`src/rtl/tag_arb_pkg.sv`:
```
package tag_arb_pkg;
  typedef enum logic [2:0] {
    OP_IDLE  = 3'd0,
    OP_LOAD  = 3'd1,
    OP_STORE = 3'd2,
    OP_SNOOP = 3'd3,
    OP_WRITE = 3'd4
  } tag_op_e;

  typedef enum logic [1:0] {
    OWN_NONE = 2'd0,
    OWN_LS   = 2'd1,
    OWN_SNP  = 2'd2,
    OWN_WR   = 2'd3
  } owner_e;
endpackage

```
`src/rtl/tas_hold_slot.sv`:
```
module tas_hold_slot #(
  parameter int ADDR_W = 8
) (
  input  logic              clk,
  input  logic              rst_n,
  input  logic              in_vld,
  input  logic [ADDR_W-1:0] in_addr,
  input  logic              in_store,
  input  logic              granted,
  output logic              held,
  output logic              cand_vld,
  output logic [ADDR_W-1:0] cand_addr,
  output logic              cand_store
);
  logic [ADDR_W-1:0] hold_addr_q;
  logic              hold_store_q;
  logic              hold_vld_q;

  // held entry takes precedence; new input is only accepted while empty
  assign held       = hold_vld_q;
  assign cand_vld   = hold_vld_q | in_vld;
  assign cand_addr  = hold_vld_q ? hold_addr_q  : in_addr;
  assign cand_store = hold_vld_q ? hold_store_q : in_store;

  always_ff @(posedge clk) begin
    if (!rst_n) begin
      hold_vld_q   <= 1'b0;
      hold_addr_q  <= '0;
      hold_store_q <= 1'b0;
    end else begin
      hold_vld_q <= cand_vld & ~granted;
      if (cand_vld & ~granted) begin
        hold_addr_q  <= cand_addr;
        hold_store_q <= cand_store;
      end
    end
  end
endmodule

```
`src/rtl/tas_prio_pick.sv`:
```
module tas_prio_pick
  import tag_arb_pkg::*;
(
  input  logic   cand_vld,
  input  logic   snp_req,
  input  logic   tw_pend,
  output owner_e owner,
  output logic   retry
);
  always_comb begin
    owner = OWN_NONE;
    retry = 1'b0;
    if (tw_pend) begin
      owner = OWN_WR;
      retry = snp_req;
    end else if (snp_req) begin
      owner = OWN_SNP;
    end else if (cand_vld) begin
      owner = OWN_LS;
    end
  end
endmodule

```
`src/rtl/tas_port_mux.sv`:
```
module tas_port_mux
  import tag_arb_pkg::*;
#(
  parameter int ADDR_W = 8
) (
  input  owner_e            owner,
  input  logic [ADDR_W-1:0] ls_addr,
  input  logic              ls_store,
  input  logic [ADDR_W-1:0] snp_addr,
  input  logic [ADDR_W-1:0] tw_addr,
  output tag_op_e           op,
  output logic [ADDR_W-1:0] addr
);
  always_comb begin
    unique case (owner)
      OWN_WR:  begin op = OP_WRITE; addr = tw_addr;  end
      OWN_SNP: begin op = OP_SNOOP; addr = snp_addr; end
      OWN_LS:  begin op = ls_store ? OP_STORE : OP_LOAD; addr = ls_addr; end
      default: begin op = OP_IDLE;  addr = '0;       end
    endcase
  end
endmodule

```
`src/rtl/tag_snoop_arb.sv`:
```
module tag_snoop_arb
  import tag_arb_pkg::*;
#(
  parameter int ADDR_W = 8
) (
  input  logic              clk,
  input  logic              rst_n,
  input  logic              ls_valid,
  output logic              ls_ready,
  input  logic [ADDR_W-1:0] ls_addr,
  input  logic              ls_store,
  input  logic              snp_req,
  input  logic [ADDR_W-1:0] snp_addr,
  input  logic              tw_pend,
  input  logic [ADDR_W-1:0] tw_addr,
  output logic              ls_grant,
  output logic              snp_grant,
  output logic              tw_grant,
  output logic              snp_retry,
  output logic              ls_deferred,
  output logic [2:0]        port_op,
  output logic [ADDR_W-1:0] port_addr
);
  logic              held;
  logic              cand_vld;
  logic [ADDR_W-1:0] cand_addr;
  logic              cand_store;
  owner_e            owner;
  tag_op_e           op;

  assign ls_ready = ~held;

  tas_hold_slot #(.ADDR_W(ADDR_W)) u_slot (
    .clk        (clk),
    .rst_n      (rst_n),
    .in_vld     (ls_valid),
    .in_addr    (ls_addr),
    .in_store   (ls_store),
    .granted    (ls_grant),
    .held       (held),
    .cand_vld   (cand_vld),
    .cand_addr  (cand_addr),
    .cand_store (cand_store)
  );

  tas_prio_pick u_pick (
    .cand_vld (cand_vld),
    .snp_req  (snp_req),
    .tw_pend  (tw_pend),
    .owner    (owner),
    .retry    (snp_retry)
  );

  tas_port_mux #(.ADDR_W(ADDR_W)) u_mux (
    .owner    (owner),
    .ls_addr  (cand_addr),
    .ls_store (cand_store),
    .snp_addr (snp_addr),
    .tw_addr  (tw_addr),
    .op       (op),
    .addr     (port_addr)
  );

  assign ls_grant    = (owner == OWN_LS);
  assign snp_grant   = (owner == OWN_SNP);
  assign tw_grant    = (owner == OWN_WR);
  assign ls_deferred = held;
  assign port_op     = op;
endmodule

```
`config.mk`:
```
export PLATFORM = sky130hd
export DESIGN_NAME = tag_snoop_arb
export DESIGN_NICKNAME = d
export VERILOG_FILES = /design/src/rtl/tag_arb_pkg.sv /design/src/rtl/tas_hold_slot.sv /design/src/rtl/tas_prio_pick.sv /design/src/rtl/tas_port_mux.sv /design/src/rtl/tag_snoop_arb.sv
export SDC_FILE = /design/constraint.sdc
export NUM_CORES = 1
export LEC_CHECK = 0
export ABC_AREA = 1
export BUFFER_PORTS_ARGS = -buffer_cell sky130_fd_sc_hd__buf_4
export CAP_MARGIN = 20
export CORE_MARGIN = 5
export CORE_UTILIZATION = 45
export CTS_CLUSTER_SIZE = 16
export DETAILED_ROUTE_END_ITERATION = 6
export PLACE_DENSITY = 0.9
export SYNTH_ARGS = -nofsm -noshare
export SYNTH_HDL_FRONTEND = slang
export SYNTH_SLANG_ARGS = --single-unit
```
`constraint.sdc`:
```
create_clock -name clk -period 2.4 [get_ports clk]
set_clock_uncertainty 0.2 [all_clocks]
set_input_delay 0 -clock clk [delete_from_list [all_inputs] [get_ports clk]]
set_output_delay 0 -clock clk [all_outputs]
set_load 0.02 [all_outputs]
```
==> results by group, run 1 <==
Power
  • Gate power share: 0.416
  • Power consumption: between 500 and 600 uW
  • NetSw: 202 uW
  • Sequential share of power: 0.321
  • Clock share of power: 0.263
  • Total leakage power: 0.698 nW
  • Power density over the cells: 465 nW/um^2
  • Internal power: 381 uW
  • Sw Ratio: 0.346
  • Max VDD drop: 0.315 mV

Die
  • Starting density of the core: 0.459
  • Die width: 51.5 microns
  • I/O pin count: 47
  • Die Area: about 2700 sq um
  • Cell Rows: 15
  • Core Footprint: 1690 sq um
  • Die height: 51.5 microns

STA
  • Pins Over Slew Limit: 0
  • Max-slew headroom: 0.838
  • Fin crit share: 0.899
  • Final setup TNS: 0 ns
  • Tmin final: approximately 2.2 ns
  • RSZ-0062 raised after global routing: false
  • Fmax: between 400 and 500 MHz
  • Final Hold Fails: 0
  • Worst-margin pin slew: 0.242 ns
  • Final setup viols: 0

Logic synthesis
  • Main flop type after synthesis: dfxtp_1
  • Syn Std Cell Area: 774 sq um
  • Commonest cells post-synth: nand2_1, nor2_1, inv_1
  • Dominant cell type by area after synthesis: nand2_1
  • Post-Syn Nets: 164
  • Synth area leaders: nand2_1, dfxtp_1, nor2_1, o21ai_2, inv_1
  • Asr flop ratio synth: 0
  • Synth Warn #: 0
  • Top cell type's share of synthesized area: 0.267
  • Syn_area_per_cell: roughly 5.8 sq um
  • Synth cell types: 17
  • Post-Syn Instances: 134
  • Post-synthesis sequential area ratio: 0.258
  • Number of flops mapped to enable cells by yosys: 0
  • Count leader, synth: nand2_1
  • Flops & latches, synth: 10

Worst setup path
  • Crit. End Element: flip-flop
  • Worst endpoint required time: around 2.4 ns
  • Cell mode on critical path: nor2_1
  • WS Path Type: flip-flop to flip-flop
  • Crit Reg-Reg Startpoint: u_slot.held
  • Worst path slowest cell: dlygate4sd3_1
  • Critical path startpoint category: flip-flop
  • Critical Path Fanout Max: 4
  • Crit-path cells: nor2_1, nor2_1, dlygate4sd3_1, nand2_1, nand2_1, nor2_1, dlygate4sd3_1
  • CP peak stage delay: between 0.5 and 0.6 ns
  • Reg2reg setup slack: 0.24 ns
  • Reg2reg path depth: 7
  • FF-to-FF End: u_slot.hold_store_q
  • CP arrival: 2.11 ns

Place
  • PortBufs: 46
  • Placed inst area: 1100 sq um
  • Placed Cells: 191
  • GP Congestion: 0.803
  • Post-DP HPWL: ~1800 microns

Global route
  • Vias in the first global route: 953
  • First-pass GRT wire length: 4290 microns
  • Largest net degree at the start of global routing: 20
  • GR Overflow Total: 0
  • Initial antenna violation count: 0
  • Total track usage: 0.217

Routing
  • DRC: 0
  • Vias per cell: 4.97
  • Routed WL: 2750 microns
  • Total vias in the final route: 1029
  • Final ANT Viol Nets: 0
  • Drt first pass iters: 4
  • DR iter-0 viols: 46
  • Routed wire per std cell: between 10 and 15 microns

Run status
  • Outcome: finished, final reports clean

CTS
  • CTS Root Cell: clkbuf_4
  • CTS max path bufs: 2
  • Clock-pin slew on the worst setup and hold paths: 0.06 ns
  • Post-CTS resize count: 0
  • Setup bufs post-CTS: 0
  • TritonCTS Buffers: 3
  • H-tree depth: 1
  • Hold buffer count at CTS: 12
  • Clk sinks: 10
  • CTS tree: built
  • Skew-Pair Late Insertion Delay: between 0.2 and 0.3 ns

Worst hold path
  • Worst hold path endpoint: u_slot.held
  • Worst min path class: primary input to flip-flop
  • Worst hold path depth: 5
  • Hold path start: snp_req

Cells and area
  • Area Overhead vs Synth: 62.0%
  • Fin cells: 207
  • Share of cells above drive strength 1: 0.368
  • Final #Nets: ~220
  • Final instance area: roughly 1300 sq um
  • Post-layout util: 0.743
  • Ant diodes: 0

Job
  • Max_cap viols: 0
## worst max-delay path by stage
stage,from,to,slack [ns]
2_1_floorplan,u_slot.held,port_op[1],0.95
3_3_place_gp,u_slot.held,port_addr[4],1.11
3_5_place_dp,u_slot.held,port_addr[3],1.09
4_1_cts,u_slot.held,u_slot.hold_store_q,0.30
5_1_grt,u_slot.held,u_slot.hold_store_q,0.11
6_report,u_slot.held,u_slot.hold_store_q,0.24
## per-layer routing
layer | vias to the layer above | GRT usage | share of wire
met5 | - | 0 | 0
met2 | 57 | 0.375 | 0.46
met4 | 0 | 0.100 | 0.032
li1 | 512 | - | -
met1 | 451 | 0.244 | 0.39
met3 | 9 | 0.0612 | 0.11
## layout by cell type (no fill, tap or decap)
cell / synthesis / final
nand2_2: 3 / 3
dlygate4sd3_1: 0 / 12
inv_1: 14 / 14
clkbuf_8: 0 / 1
buf_4: 1 / 46
o21ai_2: 8 / 8
nand2_1: 55 / 55
dfxtp_1: 10 / 10
inv_4: 1 / 1
inv_2: 3 / 3
nor2_1: 20 / 20
nor2_2: 2 / 2
nand3_1: 8 / 8
clkbuf_4: 0 / 3
nand2_4: 2 / 2
nor2_4: 1 / 1
o21ai_0: 1 / 1
## worst max-delay path: cells and delay by family (launching register included)
kind                   cells  cell delay (ns)
DFF                        1             0.43
and+or+nand+nor            5             0.30
buffers and inverters      2             1.11
## cell type report
type                    instances  area [sq um]
repair buffers                 58           465
fillers                       120           434
well taps                      17          21.3
clock buffers                   4          36.3
inverters                      18          70.1
multi-input cells             100           462
flip-flops and latches         10           200
## sequential cells by signal (all words and copies together), names as in the netlist
| name | cells |
|---|---|
| u_slot.hold_addr_q | 8 |
| u_slot.held | 1 |
| u_slot.hold_store_q | 1 |
## cells by family (layout without fill, tap and decap cells)
kind of cell           Yosys count  count (layout)  share of synthesized area
DFF                             10              10                      0.258
buffers and inverters           24              80                      0.145
and+or+nand+nor                 91              91                      0.499
AOI/OAI and AO/OA                9               9                     0.0969
## power by group through the flow
stage          sequential (mW)  clock, mW  combinational, mW
4_1_cts                  0.187      0.152              0.235
3_3_place_gp             0.190          0              0.211
2_1_floorplan            0.191          0              0.134
6_report                 0.187      0.153              0.243
3_5_place_dp             0.190          0              0.217
5_1_grt                  0.189      0.164              0.265
## stage by stage
stage	hold slack, ns	setup WS (ns)
6_report	0.0295	0.243
5_1_grt	0.0761	0.110
4_1_cts	0.0196	0.299
3_5_place_dp	0.100	1.09
3_3_place_gp	0.0881	1.11
2_1_floorplan	-0.0718	0.951
Power figures use the tool's default switching activity.
==> inputs of run 2 (changes only) <==
Settings changed: BUFFER_PORTS_ARGS -buffer_cell sky130_fd_sc_hd__buf_4 to -buffer_cell sky130_fd_sc_hd__buf_2, CORE_ASPECT_RATIO from default to 1.4, CORE_UTILIZATION 45 to 48, PLACE_DENSITY 0.9 to 0.91, SYNTH_HIERARCHICAL from default to 1.
==> run 2 against run 1 <==
Effect of this change:
- worst setup slack got worse by 0.089 ns
- flip-flop and latch count unchanged
- via count up 8.1%
- sequential power grew 5%
- cell count up 19%
- fmax is 3.9% lower
- clock power fell by 29%
- critical endpoint is now u_slot/hold_addr_q[7]
- largest cell class is now multi-input combinational cells
==> results by group, run 2 <==
Run status
  • Outcome: finished, final reports clean

Die
  • Core Footprint: 1780 sq um
  • I/O pin count: 47
  • Die Area: 2840 sq um
  • Die height: 61.1 microns
  • Starting density of the core: 0.504
  • Cell Rows: 18
  • Die width: 46.5 microns

Place
  • Pre-CTS setup slack: 0.598 ns
  • Placed Cells: 228
  • GP Congestion: 0.803
  • Placed inst area: 1100 sq um
  • Post-DP HPWL: 1680 microns
  • PortBufs: 46

Worst setup path
  • Delay-heaviest family, CP: simple AND/OR/NAND/NOR gates
  • Critical Path Fanout Max: 13
  • Critical path startpoint category: flip-flop
  • CP arrival: 2.24 ns
  • Worst endpoint required time: ~2.4 ns
  • Crit. End Element: flip-flop
  • WS Path Type: flip-flop to flip-flop
  • Crit-path cells: nor2_2, inv_1, nand2_1, nand2_1, inv_1, nor2_1, nor2_4, nand2_1, nand2_1, dlygate4sd3_1, nor2_1
  • CP peak stage delay: approximately 0.57 ns
  • Worst path slowest cell: dlygate4sd3_1
  • Cell mode on critical path: nand2_1
  • Worst Path Buf+Inv: 3

Logic synthesis
  • Post-Syn Nets: 197
  • Post-synthesis sequential area ratio: 0.223
  • Synth cell types: 16
  • Flops & latches, synth: 10
  • Asr flop ratio synth: 0
  • Number of flops mapped to enable cells by yosys: 0
  • Syn Std Cell Area: 896 sq um
  • Synth Warn #: 6
  • Count leader, synth: nand2_1
  • Commonest cells post-synth: nand2_1, inv_1, nand3_1
  • Synth area leaders: dfxtp_1, nand2_1, nand3_1, inv_1, nor2_1
  • Main flop type after synthesis: dfxtp_1
  • Post-Syn Instances: 167
  • Syn_area_per_cell: 5.36 sq um
  • Dominant cell type by area after synthesis: dfxtp_1
  • Top cell type's share of synthesized area: 0.223

STA
  • Tmin final: between 2 and 2.5 ns
  • Hold slack: around 0.15 ns
  • Worst-margin pin slew: around 0.40 ns
  • Pins Over Slew Limit: 0
  • Final Hold Fails: 0
  • Fmax: 445 MHz
  • RSZ-0062 raised after global routing: false
  • Final worst-path setup slack: around 0.15 ns
  • Fin crit share: 0.936
  • Final setup viols: 0
  • Final setup TNS: 0 ns
  • Max-slew headroom: 0.732

Global route
  • Initial antenna violation count: 0
  • Vias in the first global route: between 900 and 1k
  • First-pass GRT wire length: 3730 microns
  • Total track usage: 0.177
  • Largest net degree at the start of global routing: 23
  • GR Overflow Total: 0

Routing
  • DRC: 0
  • Routed wire per std cell: 9.58 microns
  • Drt first pass iters: 4
  • Vias per cell: 4.52
  • Routed WL: 2360 microns
  • DR iter-0 viols: 18
  • Total vias in the final route: between 1k and 1.5k
  • Final ANT Viol Nets: 0

Worst hold path
  • Worst min path class: primary input to output pin

CTS
  • Clock-pin slew on the worst setup and hold paths: approximately 0.060 ns
  • Skew-Pair Late Insertion Delay: between 0.2 and 0.3 ns
  • CTS Root Cell: clkbuf_4
  • TritonCTS Buffers: 3
  • H-tree depth: 1
  • CTS max path bufs: 2
  • Clk sinks: 10
  • CTS tree: built

Cells and area
  • Commonest cells after routing, fill and taps aside: nand2_1, buf_2, inv_1, nand3_1, nor2_1
  • Ant diodes: 0
  • Largest Register: u_slot/hold_addr_q
  • Max reg flops: 8
  • Area Overhead vs Synth: 41.3%
  • Number of fill cells in the layout: 165
  • Post-layout util: 0.712
  • Fin cells: about 250
  • Final instance area: between 1000 and 1500 sq um
  • Final #Nets: 258
  • Share of cells above drive strength 1: 0.283
  • Commonest non-fill, non-tap cell in the layout: nand2_1

Job
  • Max_cap viols: 0

Power
  • Max VDD drop: 0.324 mV
  • Power density over the cells: 438 nW/um^2
  • Total leakage power: 0.818 nW
  • Power consumption: 554 uW
[run 2: changes by cell type in the layout (fill, tap and decap cells not counted), sizes merged]
| cell | change |
|---|---|
| dlygate4sd3 | -1 |
| nand2 | -6 |
| nand3 | +25 |
| inv | +21 |
| clkbuf | -1 |
| o21ai | -8 |
| buf | +6 |
| nor3b | +1 |
| nor2 | -1 |
[run 2: power breakdown]
part / switching, mW / leakage, nW / internal, mW
Combinational: 0.147 / 0.721 / 0.104
Clock: 0.0503 / 0.0138 / 0.0576
Sequential: 0.0121 / 0.0833 / 0.184
[run 2: worst register-to-register path, cell delays in order (launching register included)]
cell,delay [ns]
dfxtp_1,0.56
nor2_2,0.12
inv_1,0.07
nand2_1,0.05
nand2_1,0.07
inv_1,0.04
nor2_1,0.23
nor2_4,0.08
nand2_1,0.07
nand2_1,0.05
dlygate4sd3_1,0.57
nor2_1,0.08
[run 2: worst paths after layout]
| path | cells after the start | startpoint | slack [ns] | to |
|---|---|---|---|---|
| worst max register to register | 11 | u_slot/held | 0.15 | u_slot/hold_addr_q[7] |
| worst min-delay path | 4 | snp_req | 0.15 | snp_retry |
| worst min register to register | 2 | u_slot/hold_addr_q[5] | 0.28 | u_slot/hold_addr_q[5] |
| worst max-delay path | 11 | u_slot/held | 0.15 | u_slot/hold_addr_q[7] |
[run 2: cells by family after synthesis]
group           count (synthesis)  share of synthesized area
flops                          10                      0.223
compound gates                  1                    0.00978
buf+inv                        46                      0.236
simple gates                  110                      0.531
[run 2: what timing repair did]
| action | 4_1_cts | 5_1_grt |
|---|---|---|
| endpoints found under the hold margin | 10 | 0 |
| setup buffers | 0 | 4 |
| endpoints found under the setup margin | 0 | 1 |
| hold buffers | 11 | 0 |
| gates resized for setup | 0 | 0 |
[run 2: layout make-up]
cell class | instances | area, sq um | area share
Multi-Input combinational cell | 111 | 484 | 0.382
Timing Repair Buffer | 63 | 385 | 0.304
Sequential cell | 10 | 200 | 0.158
Inverter | 39 | 149 | 0.118
Tap cell | 20 | 25.0 | 0.0198
Clock buffer | 3 | 22.5 | 0.0178
[run 2: metal layers]
metal,wire [microns],track usage
met1,941,0.215
met2,1190,0.305
met3,207,0.0234
met4,21,0.0732
met5,0,0
